### src/rtl/pict_pkg.sv
package pict_pkg;

    typedef enum logic [2:0] {
        M_EXPIRE   = 3'd0,
        M_RETRIG   = 3'd1,
        M_RATE     = 3'd2,
        M_SQUARE   = 3'd3,
        M_SWSTROBE = 3'd4,
        M_HWSTROBE = 3'd5
    } pict_mode_e;

    typedef enum logic [1:0] {
        ACC_NONE = 2'd0,
        ACC_LO   = 2'd1,
        ACC_HI   = 2'd2,
        ACC_WORD = 2'd3
    } pict_acc_e;

    typedef enum logic {
        LS_LOW  = 1'b0,
        LS_HIGH = 1'b1
    } pict_ld_state_e;

    typedef enum logic [1:0] {
        CS_IDLE    = 2'd0,
        CS_COUNT   = 2'd1,
        CS_WRAPPED = 2'd2
    } pict_core_state_e;

    // Codes 6 and 7 fold onto the periodic modes 2 and 3.
    function automatic pict_mode_e fold_mode(input logic [2:0] code);
        if (code[2:1] == 2'b11) begin
            return pict_mode_e'({1'b0, code[1:0]});
        end
        return pict_mode_e'(code);
    endfunction

endpackage

### src/rtl/pict_loader.sv
module pict_loader
    import pict_pkg::*;
#(
    parameter int CW = 16
) (
    input  logic          clk,
    input  logic          rst_n,
    input  logic          cfg_we,
    input  logic [2:0]    cfg_mode,
    input  logic [1:0]    cfg_acc,
    input  logic          cnt_we,
    input  logic [CW/2-1:0] cnt_byte,
    output pict_mode_e    mode,
    output logic          cfg_pulse,
    output logic          ld_pulse,
    output logic [CW-1:0] ld_val
);
    localparam int BW = CW / 2;

    pict_ld_state_e ls_q, ls_d;
    pict_acc_e      acc_q;
    pict_mode_e     mode_q;
    logic [BW-1:0]  low_q;
    logic           cfg_pulse_q, ld_pulse_q;
    logic [CW-1:0]  ld_val_q;
    logic           cfg_take;

    assign cfg_take = cfg_we && (cfg_acc != ACC_NONE);

    // Byte-phase state machine
    always_comb begin
        ls_d = ls_q;
        if (cfg_take) begin
            ls_d = LS_LOW;
        end else if (cnt_we && acc_q == ACC_WORD) begin
            unique case (ls_q)
                LS_LOW:  ls_d = LS_HIGH;
                LS_HIGH: ls_d = LS_LOW;
                default: ls_d = LS_LOW;
            endcase
        end
    end

    always_ff @(posedge clk) begin
        if (!rst_n) ls_q <= LS_LOW;
        else        ls_q <= ls_d;
    end

    // Configuration and load outputs
    always_ff @(posedge clk) begin
        if (!rst_n) begin
            acc_q       <= ACC_WORD;
            mode_q      <= M_EXPIRE;
            low_q       <= '0;
            cfg_pulse_q <= 1'b0;
            ld_pulse_q  <= 1'b0;
            ld_val_q    <= '0;
        end else begin
            cfg_pulse_q <= 1'b0;
            ld_pulse_q  <= 1'b0;
            if (cfg_take) begin
                mode_q      <= fold_mode(cfg_mode);
                acc_q       <= pict_acc_e'(cfg_acc);
                cfg_pulse_q <= 1'b1;
            end else if (cnt_we) begin
                unique case (acc_q)
                    ACC_LO: begin
                        ld_val_q   <= {{BW{1'b0}}, cnt_byte};
                        ld_pulse_q <= 1'b1;
                    end
                    ACC_HI: begin
                        ld_val_q   <= {cnt_byte, {BW{1'b0}}};
                        ld_pulse_q <= 1'b1;
                    end
                    default: begin
                        if (ls_q == LS_LOW) begin
                            low_q <= cnt_byte;
                        end else begin
                            ld_val_q   <= {cnt_byte, low_q};
                            ld_pulse_q <= 1'b1;
                        end
                    end
                endcase
            end
        end
    end

    assign mode      = mode_q;
    assign cfg_pulse = cfg_pulse_q;
    assign ld_pulse  = ld_pulse_q;
    assign ld_val    = ld_val_q;

    AST_LOAD_FROM_WRITE: assert property (@(posedge clk) disable iff (!rst_n)
        ld_pulse_q |-> $past(cnt_we));
    AST_IGNORED_CFG: assert property (@(posedge clk) disable iff (!rst_n)
        (cfg_we && cfg_acc == ACC_NONE && !cnt_we) |=> ($stable(mode_q) && !cfg_pulse_q));

endmodule

### src/rtl/pict_core.sv
module pict_core
    import pict_pkg::*;
#(
    parameter int CW = 16
) (
    input  logic          clk,
    input  logic          rst_n,
    input  logic          tick,
    input  logic          gate,
    input  pict_mode_e    mode,
    input  logic          cfg_pulse,
    input  logic          ld_pulse,
    input  logic [CW-1:0] ld_val,
    output logic [CW-1:0] count,
    output logic          out
);
    localparam int NW = CW + 1;
    localparam logic [NW-1:0] FULL = {1'b1, {CW{1'b0}}};

    pict_core_state_e st_q, st_d;
    logic [CW-1:0] cnt_q, cnt_d, pos_q, pos_d;
    logic [NW-1:0] act_q, act_d, pend_q, pend_d;
    logic          pend_v_q, pend_v_d, out_q, out_d, gate_q;

    logic          periodic, level_gated, gate_rise, edge_restart, start_now, step;
    logic [NW-1:0] ld_n, nxt_n, e_cur, sq_next, half;

    assign periodic     = (mode == M_RATE) || (mode == M_SQUARE);
    assign level_gated  = (mode == M_EXPIRE) || (mode == M_SWSTROBE);
    assign gate_rise    = gate && !gate_q;
    assign edge_restart = (st_q != CS_IDLE) && gate_rise && !level_gated;
    assign start_now    = (ld_pulse && (st_q == CS_IDLE || !periodic)) || edge_restart;
    assign step         = tick && (st_q != CS_IDLE) && (!level_gated || gate);
    assign ld_n         = (ld_val == '0) ? FULL : {1'b0, ld_val};
    assign nxt_n        = ld_pulse ? ld_n : (pend_v_q ? pend_q : act_q);
    assign e_cur        = (cnt_q == '0) ? FULL : {1'b0, cnt_q};
    assign sq_next      = (e_cur > NW'(2)) ? (e_cur - NW'(2)) : (e_cur + act_q - NW'(2));
    assign half         = (act_q + NW'(1)) >> 1;

    // Next-state and datapath
    always_comb begin
        st_d     = st_q;
        cnt_d    = cnt_q;
        act_d    = act_q;
        pend_d   = pend_q;
        pend_v_d = pend_v_q;
        pos_d    = pos_q;
        out_d    = out_q;
        if (cfg_pulse) begin
            st_d     = CS_IDLE;
            out_d    = 1'b0;
            pend_v_d = 1'b0;
        end else if (start_now) begin
            st_d     = CS_COUNT;
            act_d    = nxt_n;
            cnt_d    = nxt_n[CW-1:0];
            pos_d    = '0;
            out_d    = (mode == M_SQUARE);
            pend_v_d = 1'b0;
        end else begin
            if (ld_pulse) begin
                pend_d   = ld_n;
                pend_v_d = 1'b1;
            end
            if (step) begin
                unique case (mode)
                    M_RATE: begin
                        if (cnt_q == CW'(1)) begin
                            cnt_d    = nxt_n[CW-1:0];
                            act_d    = nxt_n;
                            pend_v_d = 1'b0;
                            out_d    = 1'b1;
                        end else begin
                            cnt_d = cnt_q - CW'(1);
                            out_d = 1'b0;
                        end
                    end
                    M_SQUARE: begin
                        if ({1'b0, pos_q} == act_q - NW'(1)) begin
                            cnt_d    = nxt_n[CW-1:0];
                            act_d    = nxt_n;
                            pend_v_d = 1'b0;
                            pos_d    = '0;
                            out_d    = 1'b1;
                        end else begin
                            cnt_d = sq_next[CW-1:0];
                            pos_d = pos_q + CW'(1);
                            out_d = (({1'b0, pos_q} + NW'(1)) < half);
                        end
                    end
                    M_EXPIRE, M_RETRIG: begin
                        cnt_d = cnt_q - CW'(1);
                        if (cnt_q == CW'(1)) begin
                            st_d  = CS_WRAPPED;
                            out_d = 1'b1;
                        end
                    end
                    M_SWSTROBE, M_HWSTROBE: begin
                        cnt_d = cnt_q - CW'(1);
                        out_d = (cnt_q == CW'(1)) && (st_q == CS_COUNT);
                        if (cnt_q == CW'(1)) st_d = CS_WRAPPED;
                    end
                    default: ;
                endcase
            end
        end
    end

    // State register
    always_ff @(posedge clk) begin
        if (!rst_n) st_q <= CS_IDLE;
        else        st_q <= st_d;
    end

    // Datapath and output registers
    always_ff @(posedge clk) begin
        if (!rst_n) begin
            cnt_q    <= '0;
            act_q    <= FULL;
            pend_q   <= FULL;
            pend_v_q <= 1'b0;
            pos_q    <= '0;
            out_q    <= 1'b0;
            gate_q   <= 1'b0;
        end else begin
            cnt_q    <= cnt_d;
            act_q    <= act_d;
            pend_q   <= pend_d;
            pend_v_q <= pend_v_d;
            pos_q    <= pos_d;
            out_q    <= out_d;
            gate_q   <= gate;
        end
    end

    assign count = cnt_q;
    assign out   = out_q;

    AST_IDLE_QUIET: assert property (@(posedge clk) disable iff (!rst_n)
        (st_q == CS_IDLE) |-> !out_q);
    AST_ACT_NONZERO: assert property (@(posedge clk) disable iff (!rst_n)
        (st_q != CS_IDLE) |-> (act_q != '0));
    AST_SQUARE_POS: assert property (@(posedge clk) disable iff (!rst_n)
        (st_q != CS_IDLE && mode == M_SQUARE) |-> ({1'b0, pos_q} < act_q));
    AST_STROBE_SINGLE: assert property (@(posedge clk) disable iff (!rst_n)
        ((mode == M_SWSTROBE || mode == M_HWSTROBE) && out_q && step
         && !ld_pulse && !cfg_pulse && !gate_rise) |=> !out_q);
    AST_GATE_SUSPEND: assert property (@(posedge clk) disable iff (!rst_n)
        (level_gated && !gate && !ld_pulse && !cfg_pulse) |=> $stable(cnt_q));
    AST_NO_TICK_HOLD: assert property (@(posedge clk) disable iff (!rst_n)
        (st_q != CS_IDLE && !tick && !ld_pulse && !cfg_pulse && !gate_rise)
        |=> ($stable(cnt_q) && $stable(out_q)));

endmodule

### src/rtl/pict_channel.sv
module pict_channel
    import pict_pkg::*;
#(
    parameter int CW = 16
) (
    input  logic          clk,
    input  logic          rst_n,
    input  logic          tick_i,
    input  logic          gate_i,
    input  logic          cfg_we_i,
    input  logic [2:0]    cfg_mode_i,
    input  logic [1:0]    cfg_acc_i,
    input  logic          cnt_we_i,
    input  logic [CW/2-1:0] cnt_byte_i,
    output logic [CW-1:0] count_o,
    output logic          out_o
);
    pict_mode_e    mode;
    logic          cfg_pulse, ld_pulse;
    logic [CW-1:0] ld_val;

    pict_loader #(.CW(CW)) i_loader (
        .clk       (clk),
        .rst_n     (rst_n),
        .cfg_we    (cfg_we_i),
        .cfg_mode  (cfg_mode_i),
        .cfg_acc   (cfg_acc_i),
        .cnt_we    (cnt_we_i),
        .cnt_byte  (cnt_byte_i),
        .mode      (mode),
        .cfg_pulse (cfg_pulse),
        .ld_pulse  (ld_pulse),
        .ld_val    (ld_val)
    );

    pict_core #(.CW(CW)) i_core (
        .clk       (clk),
        .rst_n     (rst_n),
        .tick      (tick_i),
        .gate      (gate_i),
        .mode      (mode),
        .cfg_pulse (cfg_pulse),
        .ld_pulse  (ld_pulse),
        .ld_val    (ld_val),
        .count     (count_o),
        .out       (out_o)
    );

endmodule

### config.mk
export PLATFORM = sky130hd
export DESIGN_NAME = pict_channel
export DESIGN_NICKNAME = d
export VERILOG_FILES = /design/src/rtl/pict_pkg.sv /design/src/rtl/pict_loader.sv /design/src/rtl/pict_core.sv /design/src/rtl/pict_channel.sv
export SDC_FILE = /design/constraint.sdc
export NUM_CORES = 1
export LEC_CHECK = 0
export CAP_MARGIN = 20
export CELL_PAD_IN_SITES_DETAIL_PLACEMENT = 0
export CELL_PAD_IN_SITES_GLOBAL_PLACEMENT = 1
export CORE_MARGIN = 4
export CORE_UTILIZATION = 50
export DETAILED_ROUTE_END_ITERATION = 12
export GPL_ROUTABILITY_DRIVEN = 0
export PLACE_DENSITY = 0.95
export SLEW_MARGIN = 40
export SYNTH_ARGS = -nofsm -noshare
export SYNTH_HDL_FRONTEND = slang
export SYNTH_SLANG_ARGS = --single-unit
export TNS_END_PERCENT = 50
### constraint.sdc
create_clock -name clk -period 8.7 [get_ports clk]
set_clock_uncertainty 0.1 [all_clocks]
set_input_delay 0.87 -clock clk [delete_from_list [all_inputs] [get_ports clk]]
set_output_delay 0.87 -clock clk [all_outputs]
set_load 0.02 [all_outputs]
==> results of run 1 <==
==> logic make-up (layout without fill, tap and decap cells) <==
kind of cell,count (synthesis),count (layout)
XOR/XNOR,72,72
adder cells (fa/ha/maj),54,54
AO/OA/AOI/OAI,272,272
flip-flops,103,103
AND/OR/NAND/NOR,386,386
multiplexers,52,52
buffers and inverters,133,127
==> final timing paths <==
path | to | slack, ps | cells after the start
worst max-delay path | i_core.count[15]$_SDFFE_PN0P_ | 4250 | 16
worst min-delay path | i_core.pend_q[16]$_SDFFE_PN1P_ | 370 | 1
worst max register to register | i_core.count[15]$_SDFFE_PN0P_ | 4250 | 16
worst min register to register | i_core.pend_q[16]$_SDFFE_PN1P_ | 370 | 1
==> power breakdown <==
group / total, mW / switching, mW / internal, mW
clock: 0.428 / 0.222 / 0.205
sequential: 0.517 / 0.0284 / 0.489
combinational: 0.484 / 0.287 / 0.197
==> area by class of cell <==
cell class | count | area [sq um] | area share, %
inverter | 68 | 255 | 2.85
multi-input combinational | 836 | 5640 | 63.0
clock inverter | 7 | 83.8 | 0.937
timing repair buffer | 43 | 410 | 4.59
sequential | 103 | 2060 | 23.1
clock buffer | 9 | 225 | 2.52
tap | 216 | 270 | 3.02
==> registers in the layout, summed over array words and instances (netlist names) <==
| signal | flops |
|---|---|
| i_loader.acc_q | 2 |
| i_core.pend_v_q | 1 |
| i_loader.ls_q | 1 |
| i_loader.cfg_pulse | 1 |
| i_core.count | 16 |
| i_core.pend_q | 17 |
| i_core.out | 1 |
| i_core.pos_q | 16 |
| i_core.st_q | 2 |
| i_core.gate_q | 1 |
| i_loader.low_q | 8 |
| i_loader.mode | 3 |
| i_loader.ld_pulse | 1 |
| i_loader.ld_val | 16 |
| i_core.act_q | 17 |
==> placed cells by master, fill, tap and decap left out, types with 35 or more instances in the layout <==
| master | n |
|---|---|
| a21oi_1 | 81 |
| nor2_1 | 113 |
| nand3_1 | 40 |
| xnor2_1 | 53 |
| dfxtp_1 | 102 |
| o21ai_0 | 43 |
| mux2i_1 | 48 |
| nand2_1 | 74 |
| nor3_1 | 41 |
| clkdlybuf4s50_1 | 35 |
| ha_1 | 53 |
| inv_1 | 67 |
==> routing by layer <==
| layer | track usage, % | routed length, um | vias up |
|---|---|---|---|
| li1 | - | - | 3820 |
| met1 | 37.0 | 11000 | 3697 |
| met2 | 39.9 | 10600 | 334 |
| met3 | 4.19 | 1840 | 56 |
| met4 | 8.87 | 779 | 0 |
| met5 | 0 | 0 | - |
==> tab_implementation.tex, run 1 <==
\begin{tabular}{lr}
\hline
Metric & Value \\
\hline
\multicolumn{2}{l}{\textbf{Global route}} \\
\quad Grt total ovfl & 0 \\
\quad Number of antenna violations at the first check in global routing & 0 \\
\quad Global router's overall resource usage & 26.0\% \\
\quad Vias in the first global route & roughly 7.2k \\
\quad First-pass GRT wire length & slightly below 40 mm \\
\quad Maximum number of pins on one net before global-route repair & 64 \\
\multicolumn{2}{l}{\textbf{Clock network}} \\
\quad CTS Buf Count & 9 \\
\quad Clock insertion delay at the later pin of the skew report & 370 ps \\
\quad Number of buffers between clock root and the deepest sink & 2 \\
\quad Number of buffers inserted to repair setup after CTS & 0 \\
\quad H-tree depth & 3 \\
\quad Cts hold-fix bufs & 0 \\
\quad Clock net sink count & around 100 \\
\quad Count of cells resized by post-cts repair & 0 \\
\quad Clock-pin slew on the worst setup and hold paths & approximately 90 ps \\
\quad Master cell of the clock root buffer & clkbuf\_16 \\
\quad CTS tree & yes \\
\multicolumn{2}{l}{\textbf{Setup path}} \\
\quad Arrival time of data at the critical path endpoint & approximately 4600 ps \\
\quad Buffers \& Inverters on Critical Path & 1 \\
\quad CP Max Fanout & 9 \\
\quad Data required time at the worst endpoint & around 8800 ps \\
\quad Cells traversed along the worst timing path & nor4\_2 -> and4b\_1 -> nand3\_1 -> nand2\_1 -> ha\_1 -> inv\_1 -> ha\_1 -> fa\_1 -> a211oi\_1 -> o211ai\_1 -> a31oi\_1 -> o21bai\_1 -> a21oi\_1 -> mux2i\_1 -> a211o\_1 -> nand3\_1 \\
\quad Master of the slowest instance on the critical path & nor4\_2 \\
\quad Start point of the critical path & i\_core.count[6]\$\_SDFFE\_PN0P\_ \\
\quad Reg-to-Reg Start & i\_core.count[6]\$\_SDFFE\_PN0P\_ \\
\quad Top cell family by delay on the critical path & simple AND/OR/NAND/NOR gates \\
\quad Start-to-end type of the worst setup path & flip-flop to flip-flop \\
\quad Crit start category & flip-flop \\
\quad Endpoint type of the worst setup path & flip-flop \\
\quad Biggest cell delay along the critical path & 670 ps \\
\multicolumn{2}{l}{\textbf{Route}} \\
\quad Number of design-rule violations left by the first detailed-router iteration & around 800 \\
\quad Remaining routing DRC violations & 0 \\
\quad Number of vias per cell after detailed routing & 6.17 \\
\quad Final routed wirelength across all metal layers & 24.2 mm \\
\quad Detailed-router iteration count before antenna repair & 5 \\
\quad Antenna Nets Post-Route & 0 \\
\quad Total via count in the routed design & 7907 \\
\quad Routed wirelength normalized by instance count & 18.9 um \\
\multicolumn{2}{l}{\textbf{Pwr}} \\
\quad Total power & 1.43 mW \\
\quad Static leakage & 3.51 nW \\
\quad PD cells & 160 nW/um\^{}2 \\
\quad Peak ir drop on the vdd network & 0.0000964 V \\
\multicolumn{2}{l}{\textbf{Yosys}} \\
\quad Sequential area share after synthesis & 24.8\% \\
\quad Adder-cell share of the synthesized area & 8.20\% \\
\quad Syn Nets & 1145 \\
\quad Proportion of register bits with asynchronous set or reset after synthesis & 0\% \\
\quad Compound-cell area share of the yosys netlist & 21.7\% \\
\quad Multiplexer share of the synthesized area & 6.31\% \\
\quad Commonest cells post-synth & nor2\_1, dfxtp\_1, a21oi\_1 \\
\quad Number of instances in the synthesized netlist & about 1.1k \\
\quad Most frequent cell after synthesis & nor2\_1 \\
\quad Top FF cell, synth & dfxtp\_1 \\
\quad Synth Area in Simple Gates & around a quarter \\
\quad Library cells used by synthesis & just under 80 \\
\quad Xor and xnor fraction of the mapped netlist area & 7.57\% \\
\quad Number of warnings issued by yosys & 0 \\
\quad Library cell occupying the most area in the post-synthesis netlist & dfxtp\_1 \\
\quad Post-synth EDFFs & 0 \\
\quad Netlist area before placement & 8330 sq um \\
\quad Main area contributors after synthesis & dfxtp\_1, ha\_1, mux2i\_1 \\
\quad Area share of the leading cell type in the synthesized netlist & between 20 and 25\% \\
\quad Post-synthesis sequential element count & 103 \\
\quad Dominant combinational cell family by area after synthesis & simple AND/OR/NAND/NOR gates \\
\quad Avg Inst Size Synth & 7.77 sq um \\
\multicolumn{2}{l}{\textbf{Worst hold path}} \\
\quad Startpoint of the worst hold path & i\_core.pend\_q[16]\$\_SDFFE\_PN1P\_ \\
\quad Path class of the lowest-slack min-delay path & flip-flop to flip-flop \\
\multicolumn{2}{l}{\textbf{Placement}} \\
\quad Inst Count DP & around 1.3k \\
\quad Instance area after placement & between 8000 and 9000 sq um \\
\quad Setup Slack @ Placement & 4410 ps \\
\quad I/O Buffers & 35 \\
\quad Sum of net half-perimeters after detailed placement & 18.0 mm \\
\multicolumn{2}{l}{\textbf{Floorplanning}} \\
\quad Initial Utilization & 51.7\% \\
\quad Number of core rows & 46 \\
\quad Vertical die dimension & between 100 and 150 um \\
\quad Floorplan die width & between 100 and 150 um \\
\quad Die Footprint & 18800 sq um \\
\quad Floorplan Core Area & 16100 sq um \\
\quad IO Count & 36 \\
\multicolumn{2}{l}{\textbf{Timing}} \\
\quad Relative slew slack & a little under half \\
\quad Fin crit share & around half \\
\quad Achievable clock frequency & about 220 MHz \\
\quad Slew @ Worst Pin & 789 ps \\
\quad Summed negative setup slack over all endpoints & 0 ps \\
\quad Finish-stage setup viols & 0 \\
\quad Final Hold Violating Endpoints & 0 \\
\quad Unrepaired setup endpoints after global routing & no \\
\quad Final critical path time including I/O delays and setup & 4450 ps \\
\quad Worst hold-check slack & 366 ps \\
\quad Setup slack after layout & 4250 ps \\
\quad Slew Viols, Final & 0 \\
\multicolumn{2}{l}{\textbf{Final layout}} \\
\quad Number of antenna cells inserted & 0 \\
\quad Final Core Density & between 50\% and 60\% \\
\quad Design Area, Final & 8950 sq um \\
\quad Total number of nets in the final design & between 1k and 1.5k \\
\quad Area added between synthesis and finish & 7.44\% \\
\quad Layout Cells excl Fill & around 1.3k \\
\quad Count of filler cells inserted in the layout & 1586 \\
\quad Layout cell share with drive strength beyond 1 & 6.10\% \\
\multicolumn{2}{l}{\textbf{Job}} \\
\quad Number of maximum-capacitance constraint violations & 0 \\
\multicolumn{2}{l}{\textbf{Outcome}} \\
\quad Result of the run & complete, no violations \\
\hline
\end{tabular}
(Power assumes the default switching activity.)
==> run 2: changes to the inputs <==
--- a/config.mk
+++ b/config.mk
@@ -9,10 +9,10 @@
 export CELL_PAD_IN_SITES_DETAIL_PLACEMENT = 0
 export CELL_PAD_IN_SITES_GLOBAL_PLACEMENT = 1
 export CORE_MARGIN = 4
-export CORE_UTILIZATION = 50
+export CORE_UTILIZATION = 47
 export DETAILED_ROUTE_END_ITERATION = 12
 export GPL_ROUTABILITY_DRIVEN = 0
-export PLACE_DENSITY = 0.95
+export PLACE_DENSITY = 0.93
 export SLEW_MARGIN = 40
 export SYNTH_ARGS = -nofsm -noshare
 export SYNTH_HDL_FRONTEND = slang
==> constraint.sdc (replaced) <==
create_clock -name clk -period 4.3 [get_ports clk]
set_clock_uncertainty 0.1 [all_clocks]
set_input_delay 0.43 -clock clk [delete_from_list [all_inputs] [get_ports clk]]
set_output_delay 0.43 -clock clk [all_outputs]
set_load 0.02 [all_outputs]
==> run 2 against run 1 <==
Against the previous run: critical path depth is the same; setup slack lost 4000 ps; non-clock buffer count grew 21; hold slack gained 22 ps; sequential power grew 99%; global-route usage shrank 0.66 points; routed wire length grew 4.5%; critical endpoint unchanged; largest power group is now combinational cells; clock power grew 110%; first-iteration DRC count grew 3.6%; die area grew 6.0%; combinational power grew 110%.
==> tab_implementation.tex, run 2 (synthesized netlist as in run 1, its figures left out) <==
\begin{tabular}{lr}
\hline
Metric & Value \\
\hline
\multicolumn{2}{l}{\textbf{Outcome}} \\
\quad Result of the run & complete, no violations \\
\multicolumn{2}{l}{\textbf{Pwr}} \\
\quad Total power & 2.99 mW (+110\%) \\
\quad Peak ir drop on the vdd network & 0.000198 V (+110\%) \\
\quad PD cells & 329 nW/um\^{}2 (+110\%) \\
\quad Static leakage & 3.62 nW (+3.2\%) \\
\multicolumn{2}{l}{\textbf{Final layout}} \\
\quad Most common cell after layout, fill and taps aside & nor2\_1 \\
\quad Number of antenna cells inserted & 0 (unchanged) \\
\quad Registers with the highest flip-flop counts & i\_core.act\_q x17, i\_core.pend\_q x17 \\
\quad Area added between synthesis and finish & 9.33\% \\
\quad Layout cell share with drive strength beyond 1 & 7.45\% (+1.4 points) \\
\quad Commonest cells after routing, fill and taps aside & nor2\_1, dfxtp\_1, a21oi\_1, nand2\_1, inv\_1 \\
\quad Total number of nets in the final design & 1155 (+1.9\%) \\
\multicolumn{2}{l}{\textbf{Timing}} \\
\quad Slew @ Worst Pin & 816 ps (+27.2 ps) \\
\quad Final Hold Violating Endpoints & 0 (unchanged) \\
\quad Summed negative setup slack over all endpoints & 0 ps (unchanged) \\
\quad Achievable clock frequency & 246 MHz (+9.6\%) \\
\quad Fin crit share & 94.4\% (+43 points) \\
\quad Final critical path time including I/O delays and setup & 4060 ps (-390 ps) \\
\quad Unrepaired setup endpoints after global routing & no \\
\quad Finish-stage setup viols & 0 (unchanged) \\
\quad Relative slew slack & 45.4\% (-1.8 points) \\
\quad Slew Viols, Final & 0 (unchanged) \\
\multicolumn{2}{l}{\textbf{Global route}} \\
\quad Vias in the first global route & 7498 (+3.7\%) \\
\quad Grt total ovfl & 0 (unchanged) \\
\quad First-pass GRT wire length & 40.7 mm (+5.4\%) \\
\quad Global router's overall resource usage & 25.3\% (-0.66 points) \\
\quad Maximum number of pins on one net before global-route repair & 64 (unchanged) \\
\quad Number of antenna violations at the first check in global routing & 0 (unchanged) \\
\multicolumn{2}{l}{\textbf{Floorplanning}} \\
\quad Initial Utilization & 48.0\% (-3.7 points) \\
\quad Floorplan die width & 141 um (+3.0\%) \\
\quad Vertical die dimension & 141 um (+3.0\%) \\
\quad Number of core rows & 48 (+4.3\%) \\
\quad Die Footprint & 19900 sq um (+6.0\%) \\
\quad IO Count & 36 (unchanged) \\
\quad Floorplan Core Area & 17400 sq um (+7.7\%) \\
\multicolumn{2}{l}{\textbf{Clock network}} \\
\quad Master cell of the clock root buffer & clkbuf\_16 \\
\quad Number of buffers between clock root and the deepest sink & 2 (unchanged) \\
\quad Clock net sink count & 103 (unchanged) \\
\quad Number of buffers inserted to repair setup after CTS & 0 (unchanged) \\
\quad H-tree depth & 3 (unchanged) \\
\quad Clock insertion delay at the later pin of the skew report & 370 ps (about the same) \\
\quad CTS tree & yes \\
\quad Clock-pin slew on the worst setup and hold paths & 90 ps (about the same) \\
\quad CTS Buf Count & 9 (unchanged) \\
\multicolumn{2}{l}{\textbf{Setup path}} \\
\quad Worst-case reg-to-reg path depth & 16 (unchanged) \\
\quad Data required time at the worst endpoint & 4450 ps (-4390 ps) \\
\quad Arrival time of data at the critical path endpoint & 4210 ps (-380 ps) \\
\quad Start-to-end type of the worst setup path & flip-flop to flip-flop \\
\quad Internal reg-to-reg setup slack & 240 ps (-4010 ps) \\
\quad CP Max Fanout & 7 (-2) \\
\quad End of the worst register-to-register path & i\_core.count[15]\$\_SDFFE\_PN0P\_ \\
\quad Reg-to-Reg Start & i\_core.count[6]\$\_SDFFE\_PN0P\_ \\
\quad Endpoint type of the worst setup path & flip-flop \\
\quad Crit start category & flip-flop \\
\multicolumn{2}{l}{\textbf{Placement}} \\
\quad Sum of net half-perimeters after detailed placement & 18.8 mm (+4.7\%) \\
\quad I/O Buffers & 35 (unchanged) \\
\multicolumn{2}{l}{\textbf{Worst hold path}} \\
\quad Hold Path Depth & 1 (unchanged) \\
\quad Path class of the lowest-slack min-delay path & flip-flop to flip-flop \\
\quad Startpoint of the worst hold path & i\_core.pend\_q[16]\$\_SDFFE\_PN1P\_ \\
\quad Hold endpoint & i\_core.pend\_q[16]\$\_SDFFE\_PN1P\_ \\
\multicolumn{2}{l}{\textbf{Route}} \\
\quad Number of design-rule violations left by the first detailed-router iteration & 835 (+3.6\%) \\
\quad Number of vias per cell after detailed routing & 6.12 (-0.70\%) \\
\quad Remaining routing DRC violations & 0 (unchanged) \\
\quad Detailed-router iteration count before antenna repair & 5 (unchanged) \\
\quad Total via count in the routed design & 8035 (+1.6\%) \\
\quad Routed wirelength normalized by instance count & 19.3 um (+2.2\%) \\
\quad Final routed wirelength across all metal layers & 25.3 mm (+4.5\%) \\
\quad Antenna Nets Post-Route & 0 (unchanged) \\
\multicolumn{2}{l}{\textbf{Job}} \\
\quad Number of maximum-capacitance constraint violations & 0 (unchanged) \\
\hline
\end{tabular}
run 2: cell types whose count changed in the layout (fill, tap and decap cells not counted), sizes merged:
| cell | delta |
|---|---|
| clkinv | -2 |
| inv | +4 |
| buf | +21 |
| clkinvlp | -2 |
run 2: cell type report:
class | count | area, sq um
fillers | 1650 | 8250
multi-input cells | 836 | 5620
flip-flops and latches | 103 | 2060
repair buffers | 64 | 568
well taps | 225 | 282
inverters | 68 | 255
clock buffers | 9 | 225
clock inverters | 7 | 96.3
run 2: metrics by stage:
stage / worst slack, ps / hold WS [ps] / instance area (sq um) / util [%] / std cells
floorplan: 338 / 327 / 8330 / - / 1072
global placement: 334 / 348 / 8770 / 50.6 / 1296
detailed placement: 236 / 371 / 8780 / 50.6 / 1296
CTS: 215 / 392 / 9100 / 52.4 / 1312
global route: 40.2 / 404 / 9100 / 52.5 / 1312
finish: 240 / 388 / 9100 / 52.5 / 1312
run 2: layer usage:
metal / up-vias / routed length (um) / GRT usage [%] / part of all wire [%]
met3: 58 / 1890 / 4.44 / 7.5
met4: 0 / 1080 / 10.5 / 4.3
met5: - / 0 / 0 / 0
li1: 3865 / - / - / -
met2: 346 / 11000 / 38.3 / 43
met1: 3766 / 11400 / 35.6 / 45
run 2: power breakdown:
| group | internal [mW] | switching (mW) | total [mW] | leakage [nW] |
|---|---|---|---|---|
| combinational | 0.435 | 0.603 | 1.04 | 2.63 |
| clock | 0.434 | 0.486 | 0.920 | 0.156 |
| sequential | 0.988 | 0.0454 | 1.03 | 0.835 |
| total | 1.86 | 1.13 | 2.99 | 3.62 |
run 2: worst max path at each step:
stage                             startpoint  depth (start not counted)                             to
6_report        i_core.count[6]$_SDFFE_PN0P_                         16  i_core.count[15]$_SDFFE_PN0P_
4_1_cts         i_core.count[1]$_SDFFE_PN0P_                         16  i_core.count[15]$_SDFFE_PN0P_
3_5_place_dp    i_core.count[1]$_SDFFE_PN0P_                         16  i_core.count[15]$_SDFFE_PN0P_
5_1_grt        i_core.count[11]$_SDFFE_PN0P_                         15  i_core.count[14]$_SDFFE_PN0P_
2_1_floorplan   i_core.count[6]$_SDFFE_PN0P_                         16  i_core.count[15]$_SDFFE_PN0P_
3_3_place_gp    i_core.count[1]$_SDFFE_PN0P_                         16  i_core.count[15]$_SDFFE_PN0P_
run 2: critical path: stages (launching register included):
cell      delay (ps)
dfxtp_1          370
nor4_1           420
and4b_1          390
nand3_1          130
nand2_1          150
ha_1             140
inv_1             40
ha_1             210
fa_1             450
a211oi_2         310
o211ai_1         180
a31oi_1          340
o21bai_1         100
a21oi_1          180
mux2i_1          230
a211o_1          140
nand3_1           70
run 2: repair_timing:
item / 4_1_cts / 5_1_grt
hold endpoints to repair: 0 / 0
gates resized for setup: 0 / 2
setup endpoints to repair: 0 / 2
hold buffers: 0 / 0
